===== src/rtl/tone_pkg.sv =====
`timescale 1ns/1ps
package tone_pkg;
  // Half-period in clock cycles, rounded to the nearest whole count.
  function automatic int half_cycles(input int clk_hz, input int tone_hz);
    return (clk_hz + tone_hz) / (2 * tone_hz);
  endfunction

  // Keying delay in clock cycles, rounded down.
  function automatic int delay_cycles(input int clk_hz, input int delay_us);
    return ((clk_hz / 1000) * delay_us) / 1000;
  endfunction

  // Counter width able to hold values 0..n-1, at least one bit.
  function automatic int cnt_width(input int n);
    return (n > 1) ? $clog2(n) : 1;
  endfunction
endpackage


===== src/rtl/tone_key_sync.sv =====
`timescale 1ns/1ps
module tone_key_sync #(
  parameter int STAGES = 2
) (
  input  logic clk_i,
  input  logic rst_ni,
  input  logic async_i,
  output logic sync_o
);
  logic [STAGES-1:0] chain_q;

  generate
    for (genvar s = 0; s < STAGES; s++) begin : g_stage
      if (s == 0) begin : g_first
        always_ff @(posedge clk_i or negedge rst_ni) begin
          if (!rst_ni) chain_q[0] <= 1'b0;
          else         chain_q[0] <= async_i;
        end
      end else begin : g_next
        always_ff @(posedge clk_i or negedge rst_ni) begin
          if (!rst_ni) chain_q[s] <= 1'b0;
          else         chain_q[s] <= chain_q[s-1];
        end
      end
    end
  endgenerate

  assign sync_o = chain_q[STAGES-1];
endmodule


===== src/rtl/tone_key_delay.sv =====
`timescale 1ns/1ps
module tone_key_delay #(
  parameter int DLY = 3125
) (
  input  logic clk_i,
  input  logic rst_ni,
  input  logic clr_i,
  input  logic lvl_i,
  output logic keyed_o
);
  localparam int DW = tone_pkg::cnt_width(DLY);
  localparam logic [DW-1:0] LAST = DW'(DLY - 1);

  logic [DW-1:0] cnt_q;
  logic          keyed_q;

  // The output follows the input only after the input has differed from it
  // for DLY consecutive cycles; shorter excursions restart the count.
  always_ff @(posedge clk_i or negedge rst_ni) begin
    if (!rst_ni) begin
      cnt_q   <= '0;
      keyed_q <= 1'b0;
    end else if (clr_i) begin
      cnt_q   <= '0;
      keyed_q <= 1'b0;
    end else if (lvl_i == keyed_q) begin
      cnt_q <= '0;
    end else if (cnt_q == LAST) begin
      cnt_q   <= '0;
      keyed_q <= lvl_i;
    end else begin
      cnt_q <= cnt_q + 1'b1;
    end
  end

  assign keyed_o = keyed_q;
endmodule


===== src/rtl/tone_divider.sv =====
`timescale 1ns/1ps
module tone_divider #(
  parameter int HALF = 2841
) (
  input  logic clk_i,
  input  logic rst_ni,
  input  logic run_i,
  output logic tone_o,
  output logic active_o
);
  localparam int CW = tone_pkg::cnt_width(HALF);
  localparam logic [CW-1:0] LAST = CW'(HALF - 1);

  logic [CW-1:0] cnt_q;
  logic          phase_q;
  logic          act_q;

  always_ff @(posedge clk_i or negedge rst_ni) begin
    if (!rst_ni) begin
      act_q   <= 1'b0;
      phase_q <= 1'b1;
      cnt_q   <= '0;
    end else if (!run_i) begin
      act_q   <= 1'b0;
      phase_q <= 1'b1;
      cnt_q   <= '0;
    end else if (!act_q) begin
      // first running cycle: open a fresh high phase
      act_q   <= 1'b1;
      phase_q <= 1'b1;
      cnt_q   <= '0;
    end else if (cnt_q == LAST) begin
      cnt_q   <= '0;
      phase_q <= ~phase_q;
    end else begin
      cnt_q <= cnt_q + 1'b1;
    end
  end

  assign tone_o   = act_q & phase_q;
  assign active_o = act_q;
endmodule


===== src/rtl/tone_gate_ctrl.sv =====
`timescale 1ns/1ps
module tone_gate_ctrl #(
  parameter int CLK_HZ   = 125_000_000,
  parameter int TONE_HZ  = 22_000,
  parameter int DELAY_US = 25,
  parameter int SYNC_STAGES = 2
) (
  input  logic clk_i,
  input  logic rst_ni,
  input  logic supply_en_i,
  input  logic tx_en_i,
  input  logic steady_i,
  input  logic key_i,
  output logic tone_o,
  output logic tone_act_o
);
  localparam int HALF = tone_pkg::half_cycles(CLK_HZ, TONE_HZ);
  localparam int DLY  = tone_pkg::delay_cycles(CLK_HZ, DELAY_US);

  logic key_sync;
  logic key_dly;
  logic gate_open;
  logic run;

  assign gate_open = supply_en_i & tx_en_i;

  tone_key_sync #(.STAGES(SYNC_STAGES)) u_sync (
    .clk_i   (clk_i),
    .rst_ni  (rst_ni),
    .async_i (key_i),
    .sync_o  (key_sync)
  );

  tone_key_delay #(.DLY(DLY)) u_delay (
    .clk_i   (clk_i),
    .rst_ni  (rst_ni),
    .clr_i   (~gate_open),
    .lvl_i   (key_sync),
    .keyed_o (key_dly)
  );

  assign run = gate_open & (steady_i | key_dly);

  tone_divider #(.HALF(HALF)) u_div (
    .clk_i    (clk_i),
    .rst_ni   (rst_ni),
    .run_i    (run),
    .tone_o   (tone_o),
    .active_o (tone_act_o)
  );
endmodule


===== config.mk =====
export PLATFORM = sky130hd
export DESIGN_NAME = tone_gate_ctrl
export DESIGN_NICKNAME = d
export VERILOG_FILES = /design/src/rtl/tone_pkg.sv /design/src/rtl/tone_key_sync.sv /design/src/rtl/tone_key_delay.sv /design/src/rtl/tone_divider.sv /design/src/rtl/tone_gate_ctrl.sv
export SDC_FILE = /design/constraint.sdc
export NUM_CORES = 1
export LEC_CHECK = 0
export ABC_CLOCK_PERIOD_IN_PS = 2400
export BUFFER_PORTS_ARGS = -buffer_cell sky130_fd_sc_hd__buf_2
export CAP_MARGIN = 5
export CORE_MARGIN = 2
export CORE_UTILIZATION = 50
export DETAILED_ROUTE_END_ITERATION = 16
export PLACE_DENSITY_LB_ADDON = 0.2
export SKIP_CTS_REPAIR_TIMING = 1
export SLEW_MARGIN = 20
export SYNTH_ARGS = -nofsm -noshare
export SYNTH_HDL_FRONTEND = slang
export SYNTH_SLANG_ARGS = --single-unit

===== constraint.sdc =====
create_clock -name clk_i -period 2.4 [get_ports clk_i]
set_input_delay 0.48 -clock clk_i [delete_from_list [all_inputs] [get_ports clk_i]]
set_output_delay 0.48 -clock clk_i [all_outputs]
set_load 0.01 [all_outputs]

==> run metrics, run 1 <==
r2r startpoint u_delay.cnt_q[0]; crit path from u_delay.cnt_q[0]; average wire per standard cell 12.3 µm; Tot Pwr 0.000854 W; Clock Path Buffers 2; Synth Instances 143; r2r setup slk 0.82 ns; Crit path required time 2.60 ns; area grow syn2layout 9.70%; Routed Antenna Nets 0; crit path max fanout 12; DRC violations left 0; GPL Wtd Cong 0.726; number of global-route vias before repair 952; Stages on worst setup path 6; Slowest cell on crit path dfrtp_1; LEAKAGE around 0.60 nW; DRT Pass-1 Iters 4; die height 56.8 µm; HP Class in2async; Final Hold Fails 0; Buf/Inv on CP 1; clk_skew around 0.011 ns; Total GRT Usage 0.169; fill count 243; Critical Path Start Type flop; vias per inst roughly 5; fmax 0.635 GHz; pin count of the biggest net entering global routing 30; dpl ws 0.836 ns; # clock sinks 29; worst slew pin tran 0.641 ns; register bit total from synthesis 29; Max-cap violations 0; Core ar. 0.00271 mm²; Layout Cells excl Fill 188; net count after synthesis 153; Cell Pwr Density 559 mW/mm²; Final setup viols 0; reg-to-reg endpoint u_delay.cnt_q[11]; Seq/Total Area, Yosys 0.522; CTS Buf Count 5; mapped cell area 0.00139 mm²; WL final 2300 µm; CP Cell Sequence inv_1 -> ha_1 -> nand4b_1 -> nor4_2 -> or3_4 -> nor2_1; relative slew slack 0.573; Crit path arrival time 1.78 ns; status finished clean; CTS tree built; Tcrit/Tclk final 0.656; initial antenna violation count 0; Final min period between 1.5 and 2 ns; largest stage delay on the critical path 0.43 ns; Port Buf Inserts 7; Ports 8; die area 0.00322 mm²; WS Path Type reg2reg; FF+latch area between 700 and 800 µm²; crit end category flop; Slew Limit Fails 0; commonest non-fill, non-tap cell in the layout nor2_1; DR vias 922; area of the multi-input gates between 600 and 700 µm²; R2R cell count 6; Peak VDD IR 423 µV; commonest non-fill, non-tap cells in the layout nor2_1 (33), dfrtp_1 (28), xnor2_1 (17); Initial Util 0.514; root buffer cell clkbuf_4; Ys Warns 0; post-synthesis cell type count 28; cell family with most CP delay simple AND/OR/NAND/NOR gates; die width 56.8 µm; Syn Area/Cell 9.74 µm²; RSZ-0062 raised after global routing false; worst setup margin 0.825 ns; Clk pin slew, worst setup/hold paths roughly 0.10 ns; Inst Count DP 180; layout cells sized above 1 0.127; first-pass GRT wire length 4170 µm; Site Rows 19; H-tree depth 2; worst-skew pair later-pin latency 0.32 ns; DR iter-0 viols 42; nets 166; DP HPWL 1620 µm; Diodes inserted 0; Setup TNS 0 ns; GR Overflow Total 0
==> registers in the layout (all words and copies together) (netlist names) <==
signal / flops
u_div.active_o: 1
u_div.phase_q: 1
u_sync.chain_q: 1
u_sync.sync_o: 1
u_delay.cnt_q: 12
u_delay.keyed_o: 1
u_div.cnt_q: 12
==> Yosys cell counts, drive strengths merged <==
master,instances,share of area
o211ai,1,0.0054
o31a,1,0.0063
nand2,7,0.019
xor2,3,0.019
a21bo,1,0.0072
nor3,7,0.025
ha,4,0.036
and2,1,0.0045
buf,2,0.012
dfstp,1,0.019
nand3,8,0.029
o21ai,1,0.0036
nor3b,1,0.0054
nand4b,1,0.0063
xnor2,17,0.11
nand4,4,0.018
nor4,3,0.018
inv,13,0.035
nand2b,1,0.0045
or3,2,0.013
mux2i,1,0.0072
nand3b,1,0.0054
a21oi,1,0.0036
dfrtp,28,0.50
nor2,33,0.089
==> metrics by stage <==
stage	hold WS [ns]	util	cell area [µm²]
6_report	0.174	0.564	1530
2_1_floorplan	0.184	-	1390
5_1_grt	0.226	0.564	1530
3_3_place_gp	0.335	0.538	1460
3_5_place_dp	0.344	0.538	1460
4_1_cts	0.188	0.564	1530
==> report_power, final <==
part	switching [W]	total (W)	leakage (nW)	internal, W
Clock	0.000166	0.000335	0.0413	0.000170
Sequential	0.00000244	0.000494	0.396	0.000492
Combinational	0.0000170	0.0000246	0.162	0.00000761
==> logic make-up (layout without fill, tap and decap cells) <==
group | Yosys count | count (layout) | share of synthesized area
simple gates | 69 | 69 | 0.236
flops | 29 | 29 | 0.522
xor+xnor | 20 | 20 | 0.126
buf+inv | 15 | 29 | 0.0467
compound gates | 5 | 5 | 0.0261
fa+ha+maj | 4 | 4 | 0.0359
mux | 1 | 1 | 0.00719
==> area by class of cell <==
cell class | count | share of cell area
Inverter | 13 | 0.0319
Clock inverter | 1 | 0.00328
Multi-Input combinational cell | 99 | 0.393
Tap cell | 31 | 0.0254
Sequential cell | 29 | 0.476
Timing Repair Buffer | 8 | 0.0278
Clock buffer | 7 | 0.0426
==> worst max path at each step <==
stage	end
CTS	u_delay.cnt_q[11]
finish	u_delay.cnt_q[11]
detailed placement	u_delay.cnt_q[8]
global route	u_delay.cnt_q[11]
global placement	u_delay.cnt_q[1]
floorplan	u_delay.cnt_q[4]
==> layer usage <==
layer,vias up,part of all wire,GRT usage
met2,5,0.47,0.261
li1,487,-,-
met5,-,0,0
met3,4,0.017,0.0484
met4,0,0.019,0.0698
met1,426,0.49,0.225
==> worst register-to-register path, cell delays in order (launching register included) <==
cell,delay (ns)
dfrtp_1,0.43
inv_1,0.07
ha_1,0.14
nand4b_1,0.12
nor4_2,0.38
or3_4,0.26
nor2_1,0.07
Power figures use the tool's default switching activity.
==> run 2, diff against run 1 <==
Settings changed: ABC_CLOCK_PERIOD_IN_PS 2400 to 1500.
Clock period 2.4 ns to 1.5 ns, I/O delays scaled along.
==> run 2 against run 1 <==
The run now ends with hold timing, setup timing left. Non-clock buffer count is 10 higher. Sequential power rose by 60%. Critical endpoint unchanged. Largest power group unchanged. Sequential share of layout area fell by 3.5 points.
==> run metrics, run 2 (same netlist as run 1, synthesis figures left out) <==
status finished with violations; failing checks hold timing, setup timing; Critical Path Start Type flop; DP HPWL 1700 µm; Tot Pwr approximately 0.0013 W; Int Pwr just over 0.001 W; Final setup viols 13; largest stage delay on the critical path 0.42 ns; Max-cap violations 0; GPL Wtd Cong 0.784; crit path max fanout 6; Buf/Inv on CP 0; CTS Buf Count 5; CP Cell Sequence or3_4 -> nor4_4 -> or3_2 -> nor2_1; r2r startpoint u_delay.cnt_q[9]; # clock sinks 29; Inst Count DP 187; Hold WS -0.0126 ns; R2R cell count 4; layout cells sized above 1 0.234; global route hottest layer met2; commonest non-fill, non-tap cells in the layout nor2_1 (29), dfrtp_1 (26), xnor2_1 (17); Psw 0.000286 W; Final min period 1.60 ns; commonest non-fill, non-tap cell in the layout nor2_1; Tcrit/Tclk final 1.06; number of global-route vias before repair 987; Largest regs u_delay.cnt_q x12, u_div.cnt_q x12; HP Class in2async; Final Hold Fails 21; r2r setup slk -0.1 ns; WL final 2580 µm; Peak VDD IR 716 µV; Comb power frac 0.036; Diodes inserted 0; die width 56.8 µm; WS Path Type reg2reg; Sequential Power Share 0.603; Port Buf Inserts 7; die area 0.00322 mm²; crit end category flop; Core ar. 0.00271 mm²; Site Rows 19; pin count of the biggest net entering global routing 30; cell family with most CP delay simple AND/OR/NAND/NOR gates; Clk pwr share 0.361; Crit path required time 1.71 ns; routing usage on met3 0.0760; DRC violations left 0; H-tree depth 2; met1 GRT Util 0.192; initial antenna violation count 0; Routed Antenna Nets 0; Slowest cell on crit path or3_4; root buffer cell clkbuf_4; DR iter-0 viols 55; reg-to-reg endpoint u_delay.cnt_q[11]; relative slew slack 0.581; Cell Pwr Density 791 mW/mm²; LEAKAGE 0.637 nW; met2 Use GR 0.286; worst slew pin tran 0.629 ns; nets 177; RSZ-0062 raised after global routing true; Crit path arrival time around 1.8 ns; die height 56.8 µm; Slew Limit Fails 0; Initial Util 0.514; GR Overflow Total 0; worst setup margin -0.0957 ns; Total GRT Usage 0.172; DR vias 1040; fmax around 0.63 GHz; first-pass GRT wire length 4100 µm; Ports 8; DRT Pass-1 Iters 4; Clock Path Buffers 2; average wire per standard cell 13.0 µm; CTS tree built; switching part of the total 0.218; worst-skew pair later-pin latency 0.32 ns; Clk pin slew, worst setup/hold paths 0.09 ns; clk_skew 0.00535 ns; vias per inst 5.25; Layout Cells excl Fill between 150 and 200; area grow syn2layout 18.9%
[run 2: how the worst max path moves through the flow]
stage,from,endpoint,cells after the start
after CTS,u_delay.cnt_q[0],u_delay.cnt_q[9],6
after global placement,u_delay.cnt_q[0],u_delay.cnt_q[9],6
after global routing,u_delay.cnt_q[9],u_delay.keyed_o,4
after detailed placement,u_delay.cnt_q[0],u_delay.cnt_q[9],6
after floorplan,u_delay.cnt_q[0],u_delay.cnt_q[4],7
final,u_delay.cnt_q[9],u_delay.cnt_q[11],4
[run 2: power by group through the flow]
stage          clock (W)  sequential [W]  combinational, W
2_1_floorplan          0        0.000806         0.0000160
3_3_place_gp           0        0.000805         0.0000426
3_5_place_dp           0        0.000805         0.0000440
4_1_cts         0.000490        0.000790         0.0000441
5_1_grt         0.000518        0.000791         0.0000565
6_report        0.000472        0.000790         0.0000473
[run 2: layout make-up]
cell class,count,area (µm²)
Timing Repair Buffer,18,125
Multi-Input combinational cell,100,658
Tap cell,31,38.8
Inverter,13,48.8
Sequential cell,29,729
Fill cell,232,1050
Clock buffer,7,55.1
[run 2: metrics by stage]
stage	setup slack, ns	utilization	TNS (ns)	hold slack (ns)	area, µm²
2_1_floorplan	0.00765	-	0	0.00441	1390
3_3_place_gp	0.0454	0.557	0	0.333	1510
3_5_place_dp	-0.0672	0.557	-0.639	0.353	1510
4_1_cts	-0.0775	0.578	-0.784	-0.00306	1570
5_1_grt	-0.185	0.611	-3.04	0.0401	1660
6_report	-0.0957	0.611	-1.10	-0.0126	1660
[run 2: routing by layer]
layer | wire length, µm | part of all wire | vias to the layer above
li1 | - | - | 510
met1 | 1070 | 0.41 | 507
met4 | 75 | 0.029 | 0
met5 | 0 | 0 | -
met3 | 71 | 0.028 | 10
met2 | 1370 | 0.53 | 13
